File: src/rtl/fcd_pkg.sv
package fcd_pkg;

   typedef enum logic [3:0] {
      ST_IDLE,
      ST_UNL1,
      ST_UNL2,
      ST_PDATA,
      ST_SETUP,
      ST_EUNL1,
      ST_EUNL2,
      ST_PBUSY,
      ST_EBUSY,
      ST_FAST,
      ST_FPDATA,
      ST_FRST,
      ST_FPBUSY
   } fcd_state_e;

   typedef struct packed {
      logic unl1;      // AAh at 555h
      logic unl2;      // 55h at 2AAh
      logic cmd_prog;  // A0h at 555h
      logic cmd_fast;  // 20h at 555h
      logic cmd_setup; // 80h at 555h
      logic cmd_erase; // 10h at 555h
      logic data_a0;   // A0h, any address
      logic data_90;   // 90h, any address
      logic data_00;   // 00h, any address
   } fcd_match_t;

   localparam logic [10:0] ADR_UNL_A = 11'h555;
   localparam logic [10:0] ADR_UNL_B = 11'h2AA;
   localparam logic [7:0]  CODE_UNL_A = 8'hAA;
   localparam logic [7:0]  CODE_UNL_B = 8'h55;
   localparam logic [7:0]  CODE_PROG  = 8'hA0;
   localparam logic [7:0]  CODE_FAST  = 8'h20;
   localparam logic [7:0]  CODE_SETUP = 8'h80;
   localparam logic [7:0]  CODE_ERASE = 8'h10;
   localparam logic [7:0]  CODE_FEXIT = 8'h90;
   localparam logic [7:0]  CODE_FZERO = 8'h00;

endpackage

File: src/rtl/fcd_cycle_match.sv
module fcd_cycle_match
   import fcd_pkg::*;
#(
   parameter int CMD_ADDR_BITS = 11
) (
   input  logic [CMD_ADDR_BITS-1:0] cmd_addr,
   input  logic [7:0]               cmd_byte,
   output fcd_match_t               m
);

   localparam logic [CMD_ADDR_BITS-1:0] A_KEY = CMD_ADDR_BITS'(ADR_UNL_A);
   localparam logic [CMD_ADDR_BITS-1:0] B_KEY = CMD_ADDR_BITS'(ADR_UNL_B);

   logic at_a;
   logic at_b;

   assign at_a = (cmd_addr == A_KEY);
   assign at_b = (cmd_addr == B_KEY);

   always_comb begin
      m           = '0;
      m.unl1      = at_a && (cmd_byte == CODE_UNL_A);
      m.unl2      = at_b && (cmd_byte == CODE_UNL_B);
      m.cmd_prog  = at_a && (cmd_byte == CODE_PROG);
      m.cmd_fast  = at_a && (cmd_byte == CODE_FAST);
      m.cmd_setup = at_a && (cmd_byte == CODE_SETUP);
      m.cmd_erase = at_a && (cmd_byte == CODE_ERASE);
      m.data_a0   = (cmd_byte == CODE_PROG);
      m.data_90   = (cmd_byte == CODE_FEXIT);
      m.data_00   = (cmd_byte == CODE_FZERO);
   end

endmodule

File: src/rtl/fcd_seq_fsm.sv
module fcd_seq_fsm
   import fcd_pkg::*;
(
   input  logic       clk,
   input  logic       rst_n,
   input  logic       wr_en,
   input  fcd_match_t m,
   input  logic       op_done,
   output fcd_state_e state_q,
   output logic       prog_fire,
   output logic       erase_fire
);

   fcd_state_e state_d;

   always_comb begin
      state_d    = state_q;
      prog_fire  = 1'b0;
      erase_fire = 1'b0;
      unique case (state_q)
         ST_IDLE:   if (wr_en && m.unl1) state_d = ST_UNL1;
         ST_UNL1:   if (wr_en) state_d = m.unl2 ? ST_UNL2 : ST_IDLE;
         ST_UNL2: begin
            if (wr_en) begin
               if (m.cmd_prog)       state_d = ST_PDATA;
               else if (m.cmd_fast)  state_d = ST_FAST;
               else if (m.cmd_setup) state_d = ST_SETUP;
               else                  state_d = ST_IDLE;
            end
         end
         ST_PDATA: begin
            if (wr_en) begin
               prog_fire = 1'b1;
               state_d   = ST_PBUSY;
            end
         end
         ST_SETUP:  if (wr_en) state_d = m.unl1 ? ST_EUNL1 : ST_IDLE;
         ST_EUNL1:  if (wr_en) state_d = m.unl2 ? ST_EUNL2 : ST_IDLE;
         ST_EUNL2: begin
            if (wr_en) begin
               if (m.cmd_erase) begin
                  erase_fire = 1'b1;
                  state_d    = ST_EBUSY;
               end else begin
                  state_d = ST_IDLE;
               end
            end
         end
         ST_PBUSY:  if (op_done) state_d = ST_IDLE;
         ST_EBUSY:  if (op_done) state_d = ST_IDLE;
         ST_FAST: begin
            if (wr_en) begin
               if (m.data_a0)      state_d = ST_FPDATA;
               else if (m.data_90) state_d = ST_FRST;
            end
         end
         ST_FPDATA: begin
            if (wr_en) begin
               prog_fire = 1'b1;
               state_d   = ST_FPBUSY;
            end
         end
         ST_FRST:   if (wr_en) state_d = m.data_00 ? ST_IDLE : ST_FAST;
         ST_FPBUSY: if (op_done) state_d = ST_FAST;
         default:   state_d = ST_IDLE;
      endcase
   end

   always_ff @(posedge clk) begin
      if (!rst_n) state_q <= ST_IDLE;
      else        state_q <= state_d;
   end

   // unrecognised writes in fast mode leave the mode untouched
   assert_fast_hold_R6: assert property (@(posedge clk) disable iff (!rst_n)
      (state_q == ST_FAST && wr_en && !m.data_a0 && !m.data_90) |=> state_q == ST_FAST);

   // a mismatching second unlock aborts to idle
   assert_abort_unl_R10: assert property (@(posedge clk) disable iff (!rst_n)
      ((state_q == ST_UNL1 || state_q == ST_EUNL1) && wr_en && !m.unl2) |=> state_q == ST_IDLE);

   // completion outside a busy state does nothing
   assert_done_idle_R12: assert property (@(posedge clk) disable iff (!rst_n)
      (state_q == ST_IDLE && op_done && !wr_en) |=> state_q == ST_IDLE);

endmodule

File: src/rtl/fcd_req_out.sv
module fcd_req_out #(
   parameter int ADDR_W = 20,
   parameter int DATA_W = 16
) (
   input  logic              clk,
   input  logic              rst_n,
   input  logic              prog_fire,
   input  logic              erase_fire,
   input  logic [ADDR_W-1:0] wr_addr,
   input  logic [DATA_W-1:0] wr_data,
   output logic              prog_req,
   output logic [ADDR_W-1:0] prog_addr,
   output logic [DATA_W-1:0] prog_data,
   output logic              erase_req
);

   always_ff @(posedge clk) begin
      if (!rst_n) begin
         prog_req  <= 1'b0;
         erase_req <= 1'b0;
         prog_addr <= '0;
         prog_data <= '0;
      end else begin
         prog_req  <= prog_fire;
         erase_req <= erase_fire;
         if (prog_fire) begin
            prog_addr <= wr_addr;
            prog_data <= wr_data;
         end
      end
   end

   // request is a single-cycle pulse
   assert_prog_pulse_R2: assert property (@(posedge clk) disable iff (!rst_n)
      prog_req |=> !prog_req);

   // erase request is a single-cycle pulse
   assert_erase_pulse_R8: assert property (@(posedge clk) disable iff (!rst_n)
      erase_req |=> !erase_req);

   // captured address and data hold between requests
   assert_prog_hold_R2: assert property (@(posedge clk) disable iff (!rst_n)
      !prog_fire |=> $stable(prog_addr) && $stable(prog_data));

endmodule

File: src/rtl/flash_cmd_decoder.sv
module flash_cmd_decoder
   import fcd_pkg::*;
#(
   parameter int ADDR_W        = 20,
   parameter int DATA_W        = 16,
   parameter int CMD_ADDR_BITS = 11
) (
   input  logic              clk,
   input  logic              rst_n,
   input  logic              wr_en,
   input  logic [ADDR_W-1:0] wr_addr,
   input  logic [DATA_W-1:0] wr_data,
   input  logic              op_done,
   output logic              prog_req,
   output logic [ADDR_W-1:0] prog_addr,
   output logic [DATA_W-1:0] prog_data,
   output logic              erase_req,
   output logic              busy,
   output logic              fast_mode,
   output logic              read_mode
);

   localparam bit ADDR_WIDER = (ADDR_W > CMD_ADDR_BITS);

   generate
      if (CMD_ADDR_BITS < 11) begin : g_bad_cab
         $error("CMD_ADDR_BITS must be at least 11");
      end
      if (DATA_W < 8) begin : g_bad_dw
         $error("DATA_W must be at least 8");
      end
      if (ADDR_W < 1) begin : g_bad_aw
         $error("ADDR_W must be positive");
      end
   endgenerate

   logic [CMD_ADDR_BITS-1:0] cmd_addr;
   logic [7:0]               cmd_byte;
   fcd_match_t               m;
   fcd_state_e               state_q;
   logic                     prog_fire;
   logic                     erase_fire;

   generate
      if (ADDR_WIDER) begin : g_addr_slice
         assign cmd_addr = wr_addr[CMD_ADDR_BITS-1:0];
      end else begin : g_addr_ext
         assign cmd_addr = CMD_ADDR_BITS'(wr_addr);
      end
   endgenerate

   assign cmd_byte = wr_data[7:0];

   fcd_cycle_match #(.CMD_ADDR_BITS(CMD_ADDR_BITS)) i_match (
      .cmd_addr (cmd_addr),
      .cmd_byte (cmd_byte),
      .m        (m)
   );

   fcd_seq_fsm i_fsm (
      .clk        (clk),
      .rst_n      (rst_n),
      .wr_en      (wr_en),
      .m          (m),
      .op_done    (op_done),
      .state_q    (state_q),
      .prog_fire  (prog_fire),
      .erase_fire (erase_fire)
   );

   fcd_req_out #(.ADDR_W(ADDR_W), .DATA_W(DATA_W)) i_req (
      .clk        (clk),
      .rst_n      (rst_n),
      .prog_fire  (prog_fire),
      .erase_fire (erase_fire),
      .wr_addr    (wr_addr),
      .wr_data    (wr_data),
      .prog_req   (prog_req),
      .prog_addr  (prog_addr),
      .prog_data  (prog_data),
      .erase_req  (erase_req)
   );

   assign busy      = (state_q == ST_PBUSY) || (state_q == ST_EBUSY) || (state_q == ST_FPBUSY);
   assign fast_mode = (state_q == ST_FAST) || (state_q == ST_FPDATA) ||
                      (state_q == ST_FRST) || (state_q == ST_FPBUSY);
   assign read_mode = !busy && !fast_mode;

   // every request coincides with busy
   assert_req_busy_R2: assert property (@(posedge clk) disable iff (!rst_n)
      prog_req |-> busy);

   // an erase request happens only outside fast mode
   assert_erase_mode_R8: assert property (@(posedge clk) disable iff (!rst_n)
      erase_req |-> busy && !fast_mode);

   // busy persists until completion, and the mode is frozen
   assert_busy_hold_R3: assert property (@(posedge clk) disable iff (!rst_n)
      (busy && !op_done) |=> busy && $stable(fast_mode) && !prog_req && !erase_req);

   // busy only begins with a request
   assert_busy_entry_R9: assert property (@(posedge clk) disable iff (!rst_n)
      $rose(busy) |-> (prog_req || erase_req));

endmodule

File: config.mk
export PLATFORM = sky130hd
export DESIGN_NAME = flash_cmd_decoder
export DESIGN_NICKNAME = d
export VERILOG_FILES = /design/src/rtl/fcd_pkg.sv /design/src/rtl/fcd_cycle_match.sv /design/src/rtl/fcd_seq_fsm.sv /design/src/rtl/fcd_req_out.sv /design/src/rtl/flash_cmd_decoder.sv
export SDC_FILE = /design/constraint.sdc
export NUM_CORES = 1
export LEC_CHECK = 0
export BUFFER_PORTS_ARGS = -buffer_cell sky130_fd_sc_hd__buf_4
export CAP_MARGIN = 5
export CELL_PAD_IN_SITES_DETAIL_PLACEMENT = 0
export CELL_PAD_IN_SITES_GLOBAL_PLACEMENT = 2
export CORE_UTILIZATION = 29
export DETAILED_ROUTE_END_ITERATION = 8
export MAX_ROUTING_LAYER = met4
export PLACE_DENSITY_LB_ADDON = 0.1
export SETUP_SLACK_MARGIN = 0.05
export SYNTH_ARGS = -nofsm -noshare
export SYNTH_HDL_FRONTEND = slang
export SYNTH_SLANG_ARGS = --single-unit
File: constraint.sdc
create_clock -name clk -period 4.4 [get_ports clk]
set_input_delay 0.22 -clock clk [delete_from_list [all_inputs] [get_ports clk]]
set_output_delay 0.22 -clock clk [all_outputs]
set_load 0.01 [all_outputs]
# After elaboration in Yosys (flattened, before gate mapping)
# Index checks and enable logic that the tools add are counted.
[op_classes]
mux = 26
reduce_logical = 21
n_eq_ne = 34
[op_table]
columns = ["op", "count"]
rows = [
  ["4-bit two-way mux", 18],
  ["4-bit one-hot mux with 12 select lines", 1],
  ["8-bit equality test, second input constant", 4],
  ["4-bit equality test, second input constant", 5],
  ["2-bit != test, second input constant", 10],
  ["4-bit by 3-bit equality test with 1-bit output, second input constant", 4],
  ["13-bit AND reduction", 1],
  ["11-bit by 10-bit equality test with 1-bit output, second input constant", 1],
  ["11-bit equality test, second input constant", 1],
  ["3-bit two-way mux", 3],
  ["4-bit by 2-bit equality test with 1-bit output, second input constant", 2],
  ["8-bit by 5-bit equality test with 1-bit output, second input constant", 1],
  ["8-bit by 6-bit equality test with 1-bit output, second input constant", 1],
  ["8-bit by 7-bit equality test with 1-bit output, second input constant", 1],
  ["1-bit logical AND", 8],
  ["8-bit logical NOT", 1],
  ["1-bit logical OR", 5],
  ["4-bit by 1-bit equality test with 1-bit output, second input constant", 1],
  ["4-bit logical NOT", 1],
  ["2-bit by 1-bit != test with 1-bit output, second input constant", 2],
  ["2-bit OR reduction", 2],
  ["1-bit two-way mux", 3],
  ["3-bit by 1-bit != test with 1-bit output, second input constant", 1],
  ["3-bit AND reduction", 1],
  ["2 further kinds", 3],
]
[word_totals]
ff_bits = 42
elab_cells = 86
inputBits = 40
output_inout_bits = 41

# Logic depth before layout (Yosys ltp)
[logic_depth]
word_depth = 7
ltp_mapped = 7
depth_no_buf = 5

# Hierarchy
# A second synthesis with hierarchy kept.
[hier_totals]
cells_unflattened = 219
hier_area_um2 = 2162.1
[modules_own_cells]
columns = ["module", "seq_area_each_um2", "cells_each", "area_each_um2", "n_inst"]
rows = [
  ["fcd_req_out", 760.7, 120, 1446.4, 1],
  ["fcd_seq_fsm", 80.1, 63, 461.7, 1],
  ["fcd_cycle_match", 0.0, 29, 209.0, 1],
  ["flash_cmd_decoder", 0.0, 7, 45.0, 1],
]

# Worst setup path before layout
# OpenSTA, ideal clock, no wires.
[synth_timing]
kind = "register to register"
from = "reg i_fsm.state_q[2]"
to = "reg i_fsm.state_q[1]"
n_path_buf = 1
arrival_time_ps = 1531
stages_incl_launch_ff = 7
setup_ps = 76
path_slack_ps = 2792
required_time_ps = 4324
period_less_slack_ps = 1608
path_cell_list = "dfxtp_1 > clkbuf_16 > nand4b_1 > o21ai_1 > a222oi_1 > nand3_2 > o22ai_1"
[synth_via]
elab_chain_cells = 4
word_cells_on_any_way = 29
cone_classes = "25 x eq/ne; 1 x mux; 3 x reduce/logical"
[synth_rtl]
columns = ["item", "line", "source"]
rows = [
  ["start, declared", "fcd_seq_fsm.sv:9", "output fcd_state_e state_q,"],
  ["start signal, assigned", "fcd_seq_fsm.sv:71", "else state_q <= state_d;"],
  ["4-bit by 3-bit equality test with 1-bit output or 4-bit equality test (tied branches)", "fcd_seq_fsm.sv:20", "unique case (state_q)"],
  ["2-bit OR reduction (no line)", "n/a", ""],
  ["2-bit by 1-bit != test with 1-bit output (no line)", "n/a", ""],
  ["13-bit AND reduction (no line)", "n/a", ""],
]
# Several ways; a longest one is shown, not always the timed one.
# A chain may end at the register's enable or synchronous reset.

# Worst setup path after layout
[layout_timing]
from = "reg i_fsm.state_q[0]"
to = "reg i_req.prog_data[4]"
[layout_via]
elab_chain_cells = 3
word_cells_on_any_way = 4
cone_classes = "2 x eq/ne; 1 x mux; 1 x reduce/logical"
[layout_rtl]
columns = ["item", "line", "source"]
rows = [
  ["4-bit equality test or 4-bit by 2-bit equality test with 1-bit output (tied branches)", "fcd_seq_fsm.sv:20", ""],
  ["2-bit OR reduction (no line) (*)", "n/a", ""],
  ["1-bit two-way mux (*)", "n/a", ""],
  ["end signal, assigned", "fcd_req_out.sv:28", "prog_data <= wr_data;"],
  ["end, declared", "fcd_req_out.sv:13", "output logic [DATA_W-1:0] prog_data,"],
]
# Every way passes the cells marked *; elsewhere a longest branch is shown, timed or not.

==> impl_metrics.ini <==
[critical_path]
crit_type = reg -> reg
r2r_end = i_req.prog_data[4]
worstSetupStartpointType = register
cp-end-kind = register
r2r_cells = 6
worstReg2RegStart = i_fsm.state_q[0]
critical_path.max_fanout = 19
critical_path_required_ns = 4.62
critPathArrivalTime_ns = 2.63
reg2reg_setup_slack_ns = 2.00

[route]
wl_met1_mm = 2.69
wirelength_mm = 5.79
vias_per_cell = 4.73
routedWlPerCell_um = 13.8
drc_errors = 0
dr_total_vias = 1991
routed.top_layer = met4
met2_length_mm = 2.74
first_iter_violations = 71
first_pass_iters = 4
wl_met3_um = 315
antenna_left = 0

[sta]
setup_tns_ns = 0
final_max_slew_viol_count = 0
whs_ns = 0.169
maxClockFrequency_mhz = 416
slew_headroom_pct = 48.0
finalCriticalPeriod_ns = 2.40
fin_crit_sh_pct = 54.7
worst_pin_slew_ns = 0.779
setup_viol = 0
grt_setup_unrepaired = no
hold_viol_final = 0
finClkSkew_ns = 0.00312

[grt]
grt-ovfl-total = 0
gr-usage-all-layers_pct = 16.3
grt_max_degree = 42
grt_pass1_wl_mm = 9.27
antenna_found_initial = 0
grt_pass1_vias = 1890

[placed_design]
hpwl_mm = 4.12
placed_cell_area_mm2 = 0.00269
gp_congestion = 0.805
port_buffers = 80

[finish]
nets = 365
drive_above_1_share_pct = 29.8
regArea_um2 = 841
n_fill_cell = 740
area_growth_syn_to_layout_pct = 33.2
fin_util_pct = 40.2
finalInstanceArea_mm2 = 0.00276
diodes = 0
multi_input_area_mm2 = 0.00109

[synth]
seq_area_frac_synth_pct = 40.5
ys_warn_count = 0
synth_area_mm2 = 0.00208
yosysTopAreaCellShare_pct = 40.5
synth_fa_ha_area_share_pct = 0.482
synth_fp_nets = 292
synth_largest_area_cell = dfxtp_1
synth_flop_cell = dfxtp_1
synth-seq-cells = 42
syn_inst = 252
synth-compound-area-share_pct = 20.7
synth_top_family_by_area = simple AND/OR/NAND/NOR gates
synth-simple-area-share_pct = 29.8
synth_edf_count = 0
synthArstFlopShare_pct = 0
synthTopCellsByCount = nand2_1 (77), dfxtp_1 (42), a21boi_1 (30)
synthMuxAreaShare_pct = 0
post-synth-top-count-cell = nand2_1
synthTopCellsByArea = dfxtp_1 (41%), nand2_1 (14%), a21boi_1 (11%)
synth_xor_area_share_pct = 1.69
synth_cell_types = 51
syn_area_per_cell_um2 = 8.24

[clock_network]
ctsRootBufferMaster = clkbuf_8
cts-resized-gates = 0
post_cts_buffers = 0
cts_num_sinks = 42
clock_path_buffers = 2
cts_tree = yes
cts_hold_buf = 0
numCtsBuffers = 5
clk_pin_slew_ns = 0.08
htree_num_levels = 2
clk_latency_ns = 0.29

[worst_hold_path]
hold_class = in -> reg
min_from = wr_addr[15]
min_to = i_req.prog_addr[15]
hold_path_depth = 3

[die]
core-area_mm2 = 0.00687
die_w_um = 86.6
initial_core_util_pct = 30.2
die-area_mm2 = 0.00750
fp-row-count = 30
io_pins = 81
die_h_um = 86.6

[pwr]
p_clk_share_pct = 35.3
p_int_w = 0.000521
leakagePower_nw = 1.07
pwr-share-seq_pct = 56.4
max-vdd-ir-drop_uv = 123
sw_frac_of_total_pct = 22.6
power_frac_comb_pct = 8.4
netSwitchingPower_w = 0.000152
p_per_area_mw_per_mm2 = 244

[outcome]
status = complete, no violations

[job]
drv_cap = 0
placed cells by master (no fill, tap or decap), drive strengths merged, types with 3 or more instances in the layout:
master	n
o21ai	3
nor2b	4
a21boi	36
nand2	77
xor2	3
nand4	5
inv	5
a21oi	4
nor3	6
buf	82
nor2	9
dfxtp	42
nand3	7
clkbuf	7
metal layers:
layer,vias up,global-route usage (%)
li1,1013,-
met1,919,20.7
met2,54,25.2
met3,5,4.29
met4,0,5.45
met5,-,-
layout make-up:
cell class                 count  share of cell area, %
multi-input combinational    189                   39.5
sequential                    42                   30.4
timing repair buffer          82                   22.3
tap                           96                   4.35
clock buffer                   7                   2.76
inverter                       5                  0.679
flip-flops by register name, indices dropped and copies added, names as in the netlist:
name             cells
i_req.erase_req      1
i_req.prog_req       1
i_req.prog_addr     20
i_fsm.state_q        4
i_req.prog_data     16
through the flow:
stage                     std cells  setup slack, ns  power, W
after floorplan                 252             2.79  0.000410
after global placement          414             1.97  0.000446
after detailed placement        414             1.98  0.000446
after CTS                       421             1.95  0.000685
after global routing            421             1.72  0.000704
final                           421             2.00  0.000673
kinds of logic (layout without fill, tap and decap cells):
| kind of cell | Yosys count | after routing |
|---|---|---|
| xor+xnor | 4 | 4 |
| simple gates | 126 | 126 |
| flops | 42 | 42 |
| buf+inv | 21 | 94 |
| compound gates | 58 | 58 |
| fa+ha+maj | 1 | 1 |
power by group through the flow:
stage          clock network (W)  registers, W   logic, W
5_1_grt                 0.000263      0.000380  0.0000613
4_1_cts                 0.000248      0.000380  0.0000573
3_3_place_gp                   0      0.000389  0.0000571
2_1_floorplan                  0      0.000389  0.0000217
3_5_place_dp                   0      0.000389  0.0000571
6_report                0.000237      0.000380  0.0000562
worst max path at each step:
stage / end / slack (ns) / cells after the start / startpoint
4_1_cts: i_req.prog_data[13] / 1.95 / 6 / i_fsm.state_q[0]
2_1_floorplan: i_fsm.state_q[1] / 2.79 / 6 / i_fsm.state_q[2]
3_3_place_gp: i_req.prog_data[5] / 1.97 / 6 / i_fsm.state_q[0]
6_report: i_req.prog_data[4] / 2.00 / 6 / i_fsm.state_q[0]
5_1_grt: i_req.prog_data[4] / 1.72 / 6 / i_fsm.state_q[0]
3_5_place_dp: i_req.prog_data[13] / 1.98 / 6 / i_fsm.state_q[0]
critical path, cell delays in order, from the launching register on:
cell and delay, ns:
dfxtp_1 0.65, xor2_1 0.23, nand3_1 0.20, nor2_2 0.66, buf_4 0.37, nand2_1 0.09
a21boi_1 0.12
(Power assumes the default switching activity.)
